$ cat src/rtl/tdm_port_pkg.sv
package tdm_port_pkg;
  localparam int unsigned START_W   = 9;
  localparam int unsigned LEN_W     = 5;
  localparam int unsigned WORD_W    = 1 << LEN_W;
  localparam int unsigned IDX_W     = START_W + 1;
  localparam int unsigned NUM_LINES = 2;

  typedef struct packed {
    logic               line;
    logic [START_W-1:0] start;
    logic [LEN_W-1:0]   len;
  } slot_cfg_t;

  function automatic logic in_slot(input logic [IDX_W-1:0] idx, input slot_cfg_t c);
    logic [IDX_W-1:0] s, e;
    s = IDX_W'(c.start);
    e = s + IDX_W'(c.len);
    return (idx >= s) && (idx <= e);
  endfunction

  function automatic logic [LEN_W-1:0] slot_ofs(input logic [IDX_W-1:0] idx, input slot_cfg_t c);
    logic [IDX_W-1:0] d;
    d = idx - IDX_W'(c.start);
    return d[LEN_W-1:0];
  endfunction
endpackage

$ cat src/rtl/tdm_bit_timer.sv
module tdm_bit_timer
  import tdm_port_pkg::*;
(
  input  logic             clk_i,
  input  logic             rst_ni,
  input  logic             dclk_i,
  input  logic             fsync_i,
  input  logic             dbl_rate_i,
  output logic             bit_start_o,
  output logic             frame_start_o,
  output logic             sample_o,
  output logic [IDX_W-1:0] nxt_idx_o,
  output logic [IDX_W-1:0] idx_o
);
  localparam logic [IDX_W-1:0] IDX_MAX = '1;

  logic             dclk_q, fs_at_rise_q, run_q, half_q;
  logic [IDX_W-1:0] idx_q;
  logic             rise, fall, fs_edge, adv;

  always_comb begin
    rise    = dclk_i & ~dclk_q;
    fall    = ~dclk_i & dclk_q;
    fs_edge = rise & fsync_i & ~fs_at_rise_q;
    adv     = rise & ~fs_edge & run_q & (~dbl_rate_i | half_q);
    if (fs_edge)               nxt_idx_o = '0;
    else if (idx_q == IDX_MAX) nxt_idx_o = idx_q;
    else                       nxt_idx_o = idx_q + 1'b1;
  end

  always_ff @(posedge clk_i or negedge rst_ni) begin
    if (!rst_ni) begin
      dclk_q       <= 1'b0;
      fs_at_rise_q <= 1'b0;
      run_q        <= 1'b0;
      half_q       <= 1'b0;
      idx_q        <= '0;
    end else begin
      dclk_q <= dclk_i;
      if (rise) fs_at_rise_q <= fsync_i;
      if (fs_edge) begin
        run_q  <= 1'b1;
        half_q <= 1'b0;
        idx_q  <= '0;
      end else if (rise && run_q) begin
        half_q <= dbl_rate_i & ~half_q;
        if (adv) idx_q <= nxt_idx_o;
      end
    end
  end

  assign bit_start_o   = fs_edge | adv;
  assign frame_start_o = fs_edge;
  // double rate samples on the falling edge of the second clock period
  assign sample_o      = fall & run_q & (~dbl_rate_i | half_q);
  assign idx_o         = idx_q;
endmodule

$ cat src/rtl/tdm_tx_chan.sv
module tdm_tx_chan
  import tdm_port_pkg::*;
(
  input  logic                 clk_i,
  input  logic                 rst_ni,
  input  slot_cfg_t            cfg_i,
  input  logic                 open_drain_i,
  input  logic                 bit_start_i,
  input  logic [IDX_W-1:0]     nxt_idx_i,
  input  logic [IDX_W-1:0]     idx_i,
  input  logic                 wr_i,
  input  logic [WORD_W-1:0]    wdata_i,
  input  logic [LEN_W-1:0]     irq_bits_i,
  output logic [NUM_LINES-1:0] line_o,
  output logic [NUM_LINES-1:0] oe_o,
  output logic                 bits_hit_o
);
  logic [WORD_W-1:0] pend_q, cur_q, word;
  logic [LEN_W-1:0]  ofs, prev_ofs_q;
  logic              in_nxt, first;
  logic              prev_in_q, drv_oe_q, drv_bit_q, drv_line_q;

  always_comb begin
    in_nxt = in_slot(nxt_idx_i, cfg_i);
    ofs    = slot_ofs(nxt_idx_i, cfg_i);
    first  = in_nxt && (ofs == '0);
    // swap happens as the slot opens, so bit 0 already uses the new word
    word   = first ? pend_q : cur_q;
  end

  always_ff @(posedge clk_i or negedge rst_ni) begin
    if (!rst_ni) begin
      pend_q     <= '0;
      cur_q      <= '0;
      prev_ofs_q <= '0;
      prev_in_q  <= 1'b0;
      drv_oe_q   <= 1'b0;
      drv_bit_q  <= 1'b0;
      drv_line_q <= 1'b0;
    end else begin
      if (wr_i) pend_q <= wdata_i;
      if (bit_start_i) begin
        if (first) cur_q <= pend_q;
        drv_oe_q   <= in_nxt;
        drv_bit_q  <= word[cfg_i.len - ofs];
        drv_line_q <= cfg_i.line;
        prev_in_q  <= in_nxt;
        prev_ofs_q <= ofs;
      end
    end
  end

  assign bits_hit_o = bit_start_i & prev_in_q & (prev_ofs_q == irq_bits_i);

  for (genvar l = 0; l < NUM_LINES; l++) begin : g_line
    assign line_o[l] = ~open_drain_i & drv_bit_q;
    assign oe_o[l]   = drv_oe_q & (drv_line_q == 1'(l)) & (~open_drain_i | ~drv_bit_q);
  end

  AST_TX_IN_SLOT: assert property (@(posedge clk_i) disable iff (!rst_ni)
    (|oe_o) |-> in_slot(idx_i, cfg_i)) else $error("tx drive outside slot");
  AST_TX_ONE_LINE: assert property (@(posedge clk_i) disable iff (!rst_ni)
    $onehot0(oe_o)) else $error("tx drives both lines");
endmodule

$ cat src/rtl/tdm_rx_chan.sv
module tdm_rx_chan
  import tdm_port_pkg::*;
(
  input  logic                 clk_i,
  input  logic                 rst_ni,
  input  slot_cfg_t            cfg_i,
  input  logic                 sample_i,
  input  logic [IDX_W-1:0]     idx_i,
  input  logic [NUM_LINES-1:0] line_i,
  input  logic                 rd_i,
  output logic [WORD_W-1:0]    data_o,
  output logic                 vld_o,
  output logic                 ovr_o
);
  logic [WORD_W-1:0] sh_q, sh_nxt, buf_q;
  logic [LEN_W-1:0]  ofs;
  logic              in_cur, bit_in, done, vld_q, ovr_q;

  always_comb begin
    in_cur = in_slot(idx_i, cfg_i);
    ofs    = slot_ofs(idx_i, cfg_i);
    bit_in = line_i[cfg_i.line];
    sh_nxt = (ofs == '0) ? WORD_W'(bit_in) : {sh_q[WORD_W-2:0], bit_in};
    done   = sample_i & in_cur & (ofs == cfg_i.len);
  end

  always_ff @(posedge clk_i or negedge rst_ni) begin
    if (!rst_ni) begin
      sh_q  <= '0;
      buf_q <= '0;
      vld_q <= 1'b0;
      ovr_q <= 1'b0;
    end else begin
      if (rd_i) begin
        vld_q <= 1'b0;
        ovr_q <= 1'b0;
      end
      if (sample_i && in_cur) sh_q <= sh_nxt;
      if (done) begin
        buf_q <= sh_nxt;
        vld_q <= 1'b1;
        if (vld_q && !rd_i) ovr_q <= 1'b1;
      end
    end
  end

  assign data_o = buf_q;
  assign vld_o  = vld_q;
  assign ovr_o  = ovr_q;

  AST_RX_VLD_ON_SAMPLE: assert property (@(posedge clk_i) disable iff (!rst_ni)
    $rose(vld_q) |-> $past(sample_i)) else $error("rx valid without sample");
  AST_RX_OVR_NEEDS_VLD: assert property (@(posedge clk_i) disable iff (!rst_ni)
    $rose(ovr_q) |-> $past(vld_q)) else $error("overrun without pending word");
endmodule

$ cat src/rtl/tdm_audio_port.sv
module tdm_audio_port
  import tdm_port_pkg::*;
(
  input  logic                 clk_i,
  input  logic                 rst_ni,
  input  logic                 dclk_i,
  input  logic                 fsync_i,
  input  logic                 dbl_rate_i,
  input  logic                 open_drain_i,
  input  logic                 irq_mode_i,
  input  logic [LEN_W-1:0]     irq_bits_i,
  input  logic                 rx_line_i,
  input  logic [START_W-1:0]   rx_start_i,
  input  logic [LEN_W-1:0]     rx_len_i,
  input  logic                 tx_line_i,
  input  logic [START_W-1:0]   tx_start_i,
  input  logic [LEN_W-1:0]     tx_len_i,
  input  logic                 tx_wr_i,
  input  logic [WORD_W-1:0]    tx_wdata_i,
  input  logic                 rx_rd_i,
  output logic [WORD_W-1:0]    rx_rdata_o,
  output logic                 rx_vld_o,
  output logic                 rx_ovr_o,
  output logic                 irq_o,
  input  logic [NUM_LINES-1:0] dl_i,
  output logic [NUM_LINES-1:0] dl_o,
  output logic [NUM_LINES-1:0] dl_oe_o
);
  logic             bit_start, frame_start, sample, bits_hit, irq_q;
  logic [IDX_W-1:0] nxt_idx, idx;
  slot_cfg_t        rx_cfg, tx_cfg;

  assign rx_cfg = '{line: rx_line_i, start: rx_start_i, len: rx_len_i};
  assign tx_cfg = '{line: tx_line_i, start: tx_start_i, len: tx_len_i};

  tdm_bit_timer u_timer (
    .clk_i, .rst_ni, .dclk_i, .fsync_i, .dbl_rate_i,
    .bit_start_o(bit_start), .frame_start_o(frame_start), .sample_o(sample),
    .nxt_idx_o(nxt_idx), .idx_o(idx)
  );

  tdm_tx_chan u_tx (
    .clk_i, .rst_ni, .cfg_i(tx_cfg), .open_drain_i,
    .bit_start_i(bit_start), .nxt_idx_i(nxt_idx), .idx_i(idx),
    .wr_i(tx_wr_i), .wdata_i(tx_wdata_i), .irq_bits_i,
    .line_o(dl_o), .oe_o(dl_oe_o), .bits_hit_o(bits_hit)
  );

  tdm_rx_chan u_rx (
    .clk_i, .rst_ni, .cfg_i(rx_cfg), .sample_i(sample), .idx_i(idx),
    .line_i(dl_i), .rd_i(rx_rd_i),
    .data_o(rx_rdata_o), .vld_o(rx_vld_o), .ovr_o(rx_ovr_o)
  );

  always_ff @(posedge clk_i or negedge rst_ni) begin
    if (!rst_ni) irq_q <= 1'b0;
    else         irq_q <= irq_mode_i ? bits_hit : frame_start;
  end
  assign irq_o = irq_q;

  AST_IRQ_FRAME: assert property (@(posedge clk_i) disable iff (!rst_ni)
    (irq_q && !irq_mode_i) |-> $past(frame_start)) else $error("frame irq off frame start");
endmodule

$ cat config.mk
export PLATFORM = sky130hd
export DESIGN_NAME = tdm_audio_port
export DESIGN_NICKNAME = d
export VERILOG_FILES = /design/src/rtl/tdm_port_pkg.sv /design/src/rtl/tdm_bit_timer.sv /design/src/rtl/tdm_tx_chan.sv /design/src/rtl/tdm_rx_chan.sv /design/src/rtl/tdm_audio_port.sv
export SDC_FILE = /design/constraint.sdc
export NUM_CORES = 1
export LEC_CHECK = 0
export BUFFER_PORTS_ARGS = -buffer_cell sky130_fd_sc_hd__buf_4
export CAP_MARGIN = 20
export CELL_PAD_IN_SITES_DETAIL_PLACEMENT = 0
export CELL_PAD_IN_SITES_GLOBAL_PLACEMENT = 1
export CORE_UTILIZATION = 42
export CTS_CLUSTER_DIAMETER = 30
export DETAILED_ROUTE_END_ITERATION = 12
export HOLD_SLACK_MARGIN = 0.06
export PLACE_DENSITY_LB_ADDON = 0.1
export SYNTH_ARGS = -nofsm -noshare
export SYNTH_HDL_FRONTEND = slang
export SYNTH_HIERARCHICAL = 1
export SYNTH_SLANG_ARGS = --single-unit
export TNS_END_PERCENT = 30
$ cat constraint.sdc
create_clock -name clk_i -period 4.1 [get_ports clk_i]
set_input_delay 0.82 -clock clk_i [delete_from_list [all_inputs] [get_ports clk_i]]
set_output_delay 0.82 -clock clk_i [all_outputs]
set_load 0.02 [all_outputs]
==> impl_metrics.env, run 1 <==
export IMPL_status="finished, violations left"
export IMPL_failed_checks="negative setup slack"
export IMPL_place_gp_congestion=0.867
export IMPL_seqPwrFrac=0.311
export IMPL_critPathArrivalTime_ps=4800
export IMPL_yosys_cell_types_count=77
export IMPL_ys_flop_type="dfrtp_1"
export IMPL_drtIter0Drc=285
export IMPL_die_h_um=147
export IMPL_finalCritPeriodShare=1.10
export IMPL_numCtsBuffers=17
export IMPL_firstDrtPassIters=4
export IMPL_syn2layout_area_growth_pct=31.4
export IMPL_wirelength_mm=20.8
export IMPL_viasPerCell=5.14
export IMPL_drc_errors=0
export IMPL_antenna_found_initial=0
export IMPL_rsz0062_at_grt="true"
export IMPL_ctsHoldBuffers=0
export IMPL_start_util=0.432
export IMPL_irDropWorstVdd_mv=0.324
export IMPL_slew_headroom=0.299
export IMPL_ys_warn_count=6
export IMPL_htree_levels=4
export IMPL_ys_seq_area_frac=0.431
export IMPL_insertion_delay_ps=420
export IMPL_track_usage=0.200
export IMPL_die_area_mm2=0.0216
export IMPL_numPortBuffers=116
export IMPL_worstMarginPinSlew_ps=1050
export IMPL_vias=6773
export IMPL_placedCellCount=1282
export IMPL_hold_violations=0
export IMPL_crit_required_ps=4400
export IMPL_cts_reportedPaths_clkPinSlew_ps=70
export IMPL_slowest_stage="mux4_2"
export IMPL_cts_tree="yes"
export IMPL_p_comb_frac=0.427
export IMPL_maxCapViolations=0
export IMPL_leakage_uw=0.00572
export IMPL_coreArea_mm2=0.0204
export IMPL_synth_nets=951
export IMPL_cts_buffer_depth=2
export IMPL_yosysTopAreaCellShare=0.431
export IMPL_synth_edff_count=0
export IMPL_max_stage_delay_ps=490
export IMPL_cts_sinks=152
export IMPL_grt_pass1_wl_mm=34.6
export IMPL_critical_path_max_fanout=5
export IMPL_switching_power_uw=2140
export IMPL_timing_fmax_mhz=222
export IMPL_netlist_instances=815
export IMPL_path_class="in2reg"
export IMPL_synth_largest_area_cell="dfrtp_1"
export IMPL_syn_area_mm2=0.00883
export IMPL_fin_nets=1171
export IMPL_grt_start_max_net_pins=87
export IMPL_ys_top_cells_by_area="dfrtp_1 43%, mux2_2 10%, ha_1 7.5%"
export IMPL_synth_seq_cells=152
export IMPL_whs_ps=456
export IMPL_setup_violations=1
export IMPL_p_clk_frac=0.262
export IMPL_clock_root_buffer="clkbuf_16"
export IMPL_die_w_um=147
export IMPL_finalSetupTns_ps=-398
export IMPL_ant_nets=0
export IMPL_min_path_type="in2async"
export IMPL_worstSetupEndpointType="flop"
export IMPL_synth_async_sr_flop_share=1.00
export IMPL_p_sw_frac=0.355
export IMPL_layout_drive_gt1_share=0.379
export IMPL_skew_ps=12.6
export IMPL_placed_area_mm2=0.0108
export IMPL_io_pins=117
export IMPL_stdcell_count=1317
export IMPL_stdcell_area_mm2=0.0116
export IMPL_placement_rows=52
export IMPL_period_needed_ps=4500
export IMPL_avgSynthCellArea_um2=10.8
export IMPL_powerDensity_mw_per_mm2=518
export IMPL_diodes=0
export IMPL_wl_per_cell_um=15.8
export IMPL_grt_pass1_vias=7061
export IMPL_setup_slack_ps=-398
export IMPL_crit_chain="buf_6 -> buf_6 -> inv_4 -> fa_2 -> inv_2 -> a21oi_2 -> o21bai_1 -> a21o_1 -> nand4_1 -> xnor2_1 -> ha_1 -> nand2_1 -> o211ai_1 -> o31ai_4 -> o211ai_4 -> buf_12 -> mux4_2 -> mux2_4 -> a221o_1 -> and4b_1 -> a311o_1"
export IMPL_crit_top_cell="buf_6"
export IMPL_post_dp_hpwl_mm=15.2
export IMPL_drv_slew=0
export IMPL_internal_power_uw=3880
export IMPL_overflow=0
export IMPL_critPathLaunchType="primary input"
logic make-up after synthesis:
family | count (synthesis) | share of synthesized area
adder cells (fa/ha/maj) | 58 | 0.0864
AND/OR/NAND/NOR | 197 | 0.121
flip-flops | 152 | 0.431
multiplexers | 135 | 0.180
XOR/XNOR | 35 | 0.0347
buffers and inverters | 107 | 0.0513
AO/OA/AOI/OAI | 131 | 0.0956
state kept, by name, indices dropped and copies added (netlist names):
| name | flops |
|---|---|
| u_timer/half_q | 1 |
| u_rx/data_o | 32 |
| u_tx/drv_bit_q | 1 |
| u_rx/vld_o | 1 |
| u_rx/ovr_o | 1 |
| u_tx/drv_line_q | 1 |
| u_timer/dclk_q | 1 |
| u_tx/prev_ofs_q | 5 |
| u_tx/pend_q | 32 |
| irq_o | 1 |
| u_tx/drv_oe_q | 1 |
| u_timer/idx_o | 10 |
| u_rx/sh_q | 31 |
| u_tx/cur_q | 32 |
| u_timer/fs_at_rise_q | 1 |
| u_timer/run_q | 1 |
worst max-delay path: cells and delay by family:
| kind | cells | cell delay, ps |
|---|---|---|
| buffers and inverters | 5 | 400 |
| AND/OR/NAND/NOR | 3 | 350 |
| XOR/XNOR | 1 | 150 |
| AO/OA/AOI/OAI | 8 | 1600 |
| multiplexers | 2 | 770 |
| adder cells (fa/ha/maj) | 2 | 680 |
cell type report:
| cell class | count | area [µm²] |
|---|---|---|
| inverter | 71 | 269 |
| fill | 1791 | 8830 |
| sequential | 152 | 3800 |
| tap | 270 | 338 |
| timing repair buffer | 237 | 1900 |
| clock buffer | 19 | 433 |
| multi-input combinational | 556 | 4720 |
| clock inverter | 12 | 144 |
worst paths after layout:
path / startpoint / endpoint / slack (ps) / depth (start not counted)
max reg2reg: u_timer/idx_o[0] / u_tx/drv_bit_q / -350 / 16
min: rst_ni / u_timer/fs_at_rise_q / 460 / 1
max in group asynchronous: rst_ni / u_rx/sh_q[2] / 2670 / 2
max: tx_len_i[1] / u_tx/drv_bit_q / -400 / 21
min in group clk_i: u_rx/sh_q[20] / u_rx/sh_q[20] / 480 / 2
min reg2reg: u_rx/sh_q[20] / u_rx/sh_q[20] / 480 / 2
through the flow:
| stage | utilization | setup slack (ps) | power (µW) |
|---|---|---|---|
| floorplan | - | -463 | 3380 |
| global placement | 0.530 | -915 | 4330 |
| detailed placement | 0.530 | -1010 | 4380 |
| CTS | 0.561 | -401 | 6020 |
| global route | 0.568 | -564 | 6410 |
| finish | 0.568 | -398 | 6010 |
cells in the mapped netlist, types with 3 or more instances:
| cell type | count |
|---|---|
| nand2b_1 | 7 |
| a21oi_2 | 3 |
| a21oi_1 | 32 |
| fa_1 | 5 |
| dfrtp_1 | 152 |
| mux2_4 | 3 |
| nand4_1 | 10 |
| mux4_2 | 3 |
| nor4_4 | 3 |
| mux4_1 | 5 |
| nor2_1 | 20 |
| nand3_1 | 13 |
| o21bai_1 | 3 |
| mux2i_1 | 40 |
| nand2_1 | 85 |
| ha_1 | 53 |
| xor2_1 | 10 |
| mux2_2 | 81 |
| buf_4 | 4 |
| nor3_1 | 11 |
| xnor2_1 | 25 |
| o211ai_1 | 5 |
| buf_6 | 4 |
| buf_2 | 5 |
| nor2b_1 | 6 |
| a211oi_1 | 3 |
| or4_1 | 3 |
| buf_1 | 7 |
| o21a_1 | 3 |
| nand4b_1 | 4 |
| and2_1 | 8 |
| a21o_1 | 11 |
| o21ai_0 | 40 |
| clkbuf_1 | 16 |
| inv_1 | 70 |
| mux2_1 | 3 |
| a31oi_1 | 9 |
timing repair:
| action | in CTS | in global routing |
|---|---|---|
| gates cloned | 0 | 1 |
| resized for setup | 14 | 19 |
| endpoints found under the setup margin | 33 | 70 |
| setup buffers | 0 | 3 |
| pin swaps | 11 | 9 |
| endpoints found under the hold margin | 0 | 0 |
per-layer routing:
layer,vias up,GRT usage,share of wire
li1,3313,-,-
met5,-,0,0
met1,3286,0.260,0.45
met4,0,0.0536,0.017
met3,33,0.0342,0.035
met2,141,0.343,0.50
cell usage in the layout, fill, tap and decap left out, types with 6 or more instances in the layout:
master	n
nand2_1	85
nor2_1	20
nand2b_1	7
o21ai_0	40
a31oi_1	9
a21o_1	11
nor2b_1	6
nand3_1	12
mux2i_1	40
mux2_2	81
inv_1	67
nor3_1	10
clkbuf_16	18
a21oi_1	26
and2_1	7
a21oi_2	9
ha_1	50
xor2_1	10
xnor2_1	25
dfrtp_1	152
nand4_1	10
buf_12	6
buf_4	224
power groups by stage:
stage	Clock, µW	Combinational, µW	Sequential (µW)
6_report	1580	2570	1870
5_1_grt	1690	2820	1900
4_1_cts	1620	2530	1870
3_5_place_dp	0	2480	1890
3_3_place_gp	0	2440	1890
2_1_floorplan	0	1390	1980
Power figures use the tool's default switching activity.
==> run 2, diff against run 1 <==
--- a/config.mk
+++ b/config.mk
@@ -13,6 +13,7 @@
 export CTS_CLUSTER_DIAMETER = 30
 export DETAILED_ROUTE_END_ITERATION = 12
 export HOLD_SLACK_MARGIN = 0.06
+export MAX_ROUTING_LAYER = met4
 export PLACE_DENSITY_LB_ADDON = 0.1
 export SYNTH_ARGS = -nofsm -noshare
 export SYNTH_HDL_FRONTEND = slang
==> run 2 against run 1 <==
Effect of this change:
- the run still ends with negative setup slack left
- register-to-register slack worse by 20 ps
- total power down 0.31%
- sequential share of layout area up 0.18 points
- clock skew down 1.4 ps
- wire length down 0.82%
- non-clock buffer count down 2
- setup slack worse by 49 ps
- final area down 0.56%
==> impl_metrics.env, run 2 (synthesized netlist as in run 1, its figures left out) <==
export IMPL_finalSetupTns_ps=-470
export IMPL_switching_power_uw=2120
export IMPL_insertion_delay_ps=420
export IMPL_finalCritPeriodShare=1.11
export IMPL_die_area_mm2=0.0216
export IMPL_track_usage=0.205
export IMPL_powerDensity_mw_per_mm2=520
export IMPL_die_h_um=147
export IMPL_wl_per_cell_um=15.7
export IMPL_period_needed_ps=4550
export IMPL_drc_errors=0
export IMPL_die_w_um=147
export IMPL_critPathLaunchType="primary input"
export IMPL_grt_start_max_net_pins=87
export IMPL_firstDrtPassIters=6
export IMPL_irDropWorstVdd_mv=0.324
export IMPL_numCtsBuffers=17
export IMPL_seqPwrFrac=0.312
export IMPL_placement_rows=52
export IMPL_coreArea_mm2=0.0204
export IMPL_place_gp_congestion=0.882
export IMPL_grt_pass1_vias=7061
export IMPL_layout_commonest_cell="buf_4"
export IMPL_clock_root_buffer="clkbuf_16"
export IMPL_syn2layout_area_growth_pct=30.6
export IMPL_cts_buffer_depth=2
export IMPL_setup_violations=6
export IMPL_critical_path_max_fanout=5
export IMPL_setup_slack_ps=-447
export IMPL_p_comb_frac=0.426
export IMPL_placedCellCount=1282
export IMPL_drtIter0Drc=298
export IMPL_diodes=0
export IMPL_utilization=0.565
export IMPL_overflow=0
export IMPL_internal_power_uw=3870
export IMPL_layout_common_cells="225 x buf_4, 152 x dfrtp_1, 85 x nand2_1"
export IMPL_layout_drive_gt1_share=0.376
export IMPL_p_total_uw=5990
export IMPL_min_path_type="in2async"
export IMPL_failed_checks="negative setup slack"
export IMPL_maxCapViolations=0
export IMPL_vias=6740
export IMPL_crit_required_ps=4400
export IMPL_fillerInstances=1799
export IMPL_timing_fmax_mhz=220
export IMPL_cts_tree="yes"
export IMPL_stdcell_count=1315
export IMPL_skew_ps=11.1
export IMPL_drv_slew=0
export IMPL_fin_nets=1169
export IMPL_numPortBuffers=116
export IMPL_worstSetupEndpointType="flop"
export IMPL_rsz0062_at_grt="true"
export IMPL_wirelength_mm=20.6
export IMPL_p_clk_frac=0.263
export IMPL_viasPerCell=5.13
export IMPL_antenna_found_initial=0
export IMPL_htree_levels=4
export IMPL_status="finished, violations left"
export IMPL_ant_nets=0
export IMPL_cts_reportedPaths_clkPinSlew_ps=70
export IMPL_grt_pass1_wl_mm=34.6
export IMPL_cts_sinks=152
export IMPL_p_sw_frac=0.354
export IMPL_post_place_ws_ps=-1010
export IMPL_hold_violations=0
export IMPL_path_class="in2reg"
export IMPL_ctsHoldBuffers=0
export IMPL_start_util=0.432
export IMPL_leakage_uw=0.00568
export IMPL_post_dp_hpwl_mm=15.2
export IMPL_critPathArrivalTime_ps=4850
export IMPL_slew_headroom=0.299
export IMPL_io_pins=117
export IMPL_worstMarginPinSlew_ps=1050
run 2: through the flow:
| step | area, µm² | hold slack [ps] |
|---|---|---|
| final | 11500 | 457 |
| after global routing | 11500 | 506 |
| after detailed placement | 10800 | 470 |
| after global placement | 10800 | 461 |
| after CTS | 11500 | 485 |
| after floorplan | 8860 | 442 |
run 2: power by group through the flow:
stage          Clock [µW]  Sequential [µW]  Combinational, µW
2_1_floorplan           0             1980               1390
3_3_place_gp            0             1890               2440
3_5_place_dp            0             1890               2480
4_1_cts              1620             1870               2530
5_1_grt              1680             1900               2800
6_report             1570             1870               2550
run 2: worst paths after layout:
kind | endpoint | depth (start not counted) | slack, ps | startpoint
max in group asynchronous | u_rx/data_o[3] | 2 | 2670 | rst_ni
setup reg to reg | u_tx/drv_bit_q | 18 | -370 | u_timer/idx_o[0]
min in group clk_i | u_rx/sh_q[0] | 2 | 480 | u_rx/sh_q[0]
hold / removal | u_timer/fs_at_rise_q | 1 | 460 | rst_ni
setup / recovery | u_tx/drv_bit_q | 17 | -450 | tx_len_i[1]
hold reg to reg | u_rx/sh_q[0] | 2 | 480 | u_rx/sh_q[0]
run 2: final cells by class:
type	count	area, µm²	area share
repair buffers	235	1860	0.161
multi-input cells	556	4690	0.407
inverters	71	267	0.0231
well taps	270	338	0.0293
clock inverters	12	144	0.0125
flip-flops and latches	152	3800	0.330
clock buffers	19	433	0.0375
run 2: what timing repair did:
action,in CTS,in global routing
gates cloned,0,1
setup endpoints to repair,33,70
setup buffers,0,1
pin swaps,11,4
gates resized for setup,14,10
run 2: layer usage:
layer	GRT usage	up-vias	routed length, µm
met2	0.344	122	10200
met5	-	-	0
li1	-	3313	-
met3	0.0335	31	658
met4	0.0536	0	344
met1	0.259	3274	9400
run 2: critical path, cell delays in order:
cell and delay, ps:
buf_4 120, ha_1 270, a21o_1 130, a21oi_2 70, o21bai_1 150, a21oi_2 90, or4_4 490, ha_4 290
nand2_1 60, o211ai_1 220, o31ai_2 150, o211ai_4 360, mux4_2 550, mux2_4 280, a221o_1 320, and4b_1 180
a311o_1 270
==> run 3, diff against run 2 <==
--- a/config.mk
+++ b/config.mk
@@ -5,16 +5,18 @@
 export SDC_FILE = /design/constraint.sdc
 export NUM_CORES = 1
 export LEC_CHECK = 0
+export ABC_AREA = 1
 export BUFFER_PORTS_ARGS = -buffer_cell sky130_fd_sc_hd__buf_4
 export CAP_MARGIN = 20
 export CELL_PAD_IN_SITES_DETAIL_PLACEMENT = 0
 export CELL_PAD_IN_SITES_GLOBAL_PLACEMENT = 1
-export CORE_UTILIZATION = 42
+export CORE_UTILIZATION = 39
 export CTS_CLUSTER_DIAMETER = 30
 export DETAILED_ROUTE_END_ITERATION = 12
 export HOLD_SLACK_MARGIN = 0.06
 export MAX_ROUTING_LAYER = met4
 export PLACE_DENSITY_LB_ADDON = 0.1
+export SETUP_SLACK_MARGIN = 0.1
 export SYNTH_ARGS = -nofsm -noshare
 export SYNTH_HDL_FRONTEND = slang
 export SYNTH_HIERARCHICAL = 1
==> constraint.sdc (replaced) <==
create_clock -name clk_i -period 4.1 [get_ports clk_i]
set_input_delay 0.205 -clock clk_i [delete_from_list [all_inputs] [get_ports clk_i]]
set_output_delay 0.205 -clock clk_i [all_outputs]
set_load 0.02 [all_outputs]
==> run 3 against run 2 <==
Effect of this change:
- the flow now finishes without violations
- total power fell by 4.8%
- final area is 1.3% lower
- critical path depth increased by 6
- global-route usage is 0.76 points lower
- clock power increased by 3%
- critical endpoint unchanged
- largest power group unchanged
==> impl_metrics.env, run 3 <==
export IMPL_cts_buffer_depth=2
export IMPL_io_pins=117
export IMPL_period_needed_ps=3690
export IMPL_grt_util_met1=0.262
export IMPL_synth_nets=1275
export IMPL_fin_nets=1429
export IMPL_coreArea_mm2=0.0228
export IMPL_setup_slack_ps=411
export IMPL_numCtsBuffers=17
export IMPL_synth_fa_ha_area_frac=0.0833
export IMPL_viasPerCell=4.77
export IMPL_fillerInstances=2322
export IMPL_grt_start_max_net_pins=95
export IMPL_hold_end="u_rx/sh_q[0]"
export IMPL_worstMarginPinSlew_ps=944
export IMPL_r2r_cells=23
export IMPL_finalSetupTns_ps=0
export IMPL_die_area_mm2=0.0241
export IMPL_finalCritPeriodShare=0.900
export IMPL_synth_seq_cells=152
export IMPL_synth_async_sr_flop_share=1.00
export IMPL_grt_pass1_wl_mm=36.7
export IMPL_status="complete, no violations"
export IMPL_synthTopCellsByCount="291 x nand2_1, 152 x dfrtp_1, 150 x inv_1, 113 x nand3_1, 80 x nor2_1"
export IMPL_grt_busiest_layer="met2"
export IMPL_post_place_ws_ps=168
export IMPL_cts_sinks=152
export IMPL_post_dp_hpwl_mm=15.6
export IMPL_hold_violations=0
export IMPL_crit_chain="ha_1 -> nand2_2 -> nor2_4 -> nand3_4 -> buf_4 -> nand2_1 -> nand2_1 -> nor2_1 -> buf_4 -> ha_1 -> nand3_1 -> nand3_1 -> nand2_1 -> inv_1 -> ha_1 -> a21oi_1 -> o21ai_0 -> xnor2_1 -> xor2_1 -> inv_1 -> nand3_1 -> nand3_1 -> nand2_1"
export IMPL_place_gp_congestion=0.864
export IMPL_grt_pass1_vias=7376
export IMPL_synth_top_family_by_area="simple AND/OR/NAND/NOR gates"
export IMPL_ys_flop_type="dfrtp_1"
export IMPL_wl_per_cell_um=13.6
export IMPL_stdcell_count=1621
export IMPL_synth_largest_area_cell="dfrtp_1"
export IMPL_skew_ps=18.7
export IMPL_irDropWorstVdd_mv=0.325
export IMPL_synthMuxAreaShare=0.0406
export IMPL_setup_violations=0
export IMPL_antenna_found_initial=2
export IMPL_critPathLaunchType="flop"
export IMPL_powerDensity_mw_per_mm2=501
export IMPL_worstSetupEndpointType="flop"
export IMPL_placement_rows=55
export IMPL_ant_nets=0
export IMPL_timing_fmax_mhz=271
export IMPL_wirelength_mm=22.1
export IMPL_r2r_setup_slack_ps=410
export IMPL_cts_tree="yes"
export IMPL_drv_slew=0
export IMPL_yosysTopAreaCellShare=0.415
export IMPL_use_met3=0.0326
export IMPL_drc_errors=0
export IMPL_cts_reportedPaths_clkPinSlew_ps=70
export IMPL_leakage_uw=0.00595
export IMPL_worst_r2r_endpoint="u_tx/drv_bit_q"
export IMPL_syn_area_mm2=0.00916
export IMPL_whs_ps=152
export IMPL_r2r_start="u_timer/idx_o[0]"
export IMPL_ys_warn_count=6
export IMPL_vias=7737
export IMPL_synthSimpleGateAreaFrac=0.262
export IMPL_hold_path_depth=4
export IMPL_die_w_um=155
export IMPL_ys_top_cells_by_area="dfrtp_1 42%, nand2_1 12%, ha_1 7.2%"
export IMPL_hp_start="dl_i[0]"
export IMPL_clock_root_buffer="clkbuf_16"
export IMPL_min_path_type="in2reg"
export IMPL_numPortBuffers=116
export IMPL_insertion_delay_ps=440
export IMPL_synth_compound_area_frac=0.0816
export IMPL_ys_seq_area_frac=0.415
export IMPL_layout_common_cells="291 x nand2_1, 152 x dfrtp_1, 150 x inv_1"
export IMPL_track_usage=0.198
export IMPL_synthXorXnorAreaFrac=0.0208
export IMPL_slowest_stage="dfrtp_1"
export IMPL_critPathArrivalTime_ps=4050
export IMPL_crit_required_ps=4460
export IMPL_met2_usage=0.311
export IMPL_die_h_um=155
export IMPL_max_stage_delay_ps=360
export IMPL_synth_edff_count=0
export IMPL_netlist_instances=1139
export IMPL_firstDrtPassIters=5
export IMPL_start_util=0.401
export IMPL_path_class="reg2reg"
export IMPL_syn2layout_area_growth_pct=24.3
export IMPL_drtIter0Drc=436
export IMPL_placedCellCount=1547
export IMPL_yosys_cell_types_count=46
export IMPL_htree_levels=4
export IMPL_maxCapViolations=0
export IMPL_layout_drive_gt1_share=0.179
export IMPL_critical_path_max_fanout=6
export IMPL_rsz0062_at_grt="false"
export IMPL_layout_commonest_cell="nand2_1"
export IMPL_avgSynthCellArea_um2=8.04
export IMPL_slew_headroom=0.371
export IMPL_overflow=0
export IMPL_synth_most_common_cell="nand2_1"
run 3: changes by cell type after synthesis, moves of 20 or more:
cell / before / now
nand3_1: 13 / 113
nand4_1: 10 / 30
inv_1: 70 / 150
xnor2_1: 25 / 4
nand2_1: 85 / 291
nor2_1: 20 / 80
o21ai_1: 1 / 35
mux2_2: 81 / 33
mux2i_1: 40 / 0
run 3: layer usage:
layer  routed length, µm  share of wire  up-vias
met4                 323          0.015        0
met5                   0              0        -
li1                    -              -     4032
met1               11000           0.50     3556
met2               10100           0.46      133
met3                 672          0.030       16
run 3: worst max-delay path, delay by kind of cell (launching register included):
family | cells | cell delay, ps
AO/OA/AOI/OAI | 2 | 280
XOR/XNOR | 2 | 470
adder cells (fa/ha/maj) | 3 | 740
buffers and inverters | 4 | 470
flip-flops | 1 | 360
AND/OR/NAND/NOR | 12 | 1290
run 3: final cells by class:
cell class	instances	area, µm²	area share
Timing Repair Buffer	182	1510	0.132
Tap cell	313	392	0.0344
Sequential cell	152	3800	0.334
Antenna cell	2	5.00	0.000440
Clock buffer	17	425	0.0374
Inverter	152	571	0.0501
Clock inverter	15	191	0.0168
Multi-Input combinational cell	788	4490	0.394
run 3: kinds of logic after synthesis:
kind of cell,count (synthesis)
simple gates,544
buf+inv,199
compound gates,133
mux,33
xor+xnor,20
fa+ha+maj,58
flops,152
run 3: stage by stage:
stage,util,instance area (µm²),total power (µW)
floorplan,-,9160,3440
global placement,0.453,10300,4100
detailed placement,0.453,10300,4110
CTS,0.497,11400,5790
global route,0.498,11400,6180
finish,0.498,11400,5710
run 3: where the power goes:
| group | switching (µW) | internal [µW] |
|---|---|---|
| Clock | 769 | 836 |
| Sequential | 113 | 1750 |
| Combinational | 1370 | 877 |
run 3: what timing repair did:
item,4_1_cts,5_1_grt
buffers inserted,0,1
setup endpoints to repair,0,1
hold buffers,39,0
endpoints found under the hold margin,131,0
gates resized for setup,0,4
run 3: worst max-delay path by stage:
stage	start	end	slack [ps]	depth (start not counted)
floorplan	u_timer/idx_o[1]	u_tx/drv_bit_q	580	27
global placement	tx_start_i[0]	u_tx/drv_bit_q	270	25
detailed placement	tx_len_i[0]	u_tx/drv_bit_q	170	25
CTS	u_timer/idx_o[0]	u_tx/drv_bit_q	310	26
global route	u_timer/idx_o[0]	u_tx/drv_bit_q	100	23
finish	u_timer/idx_o[0]	u_tx/drv_bit_q	410	23
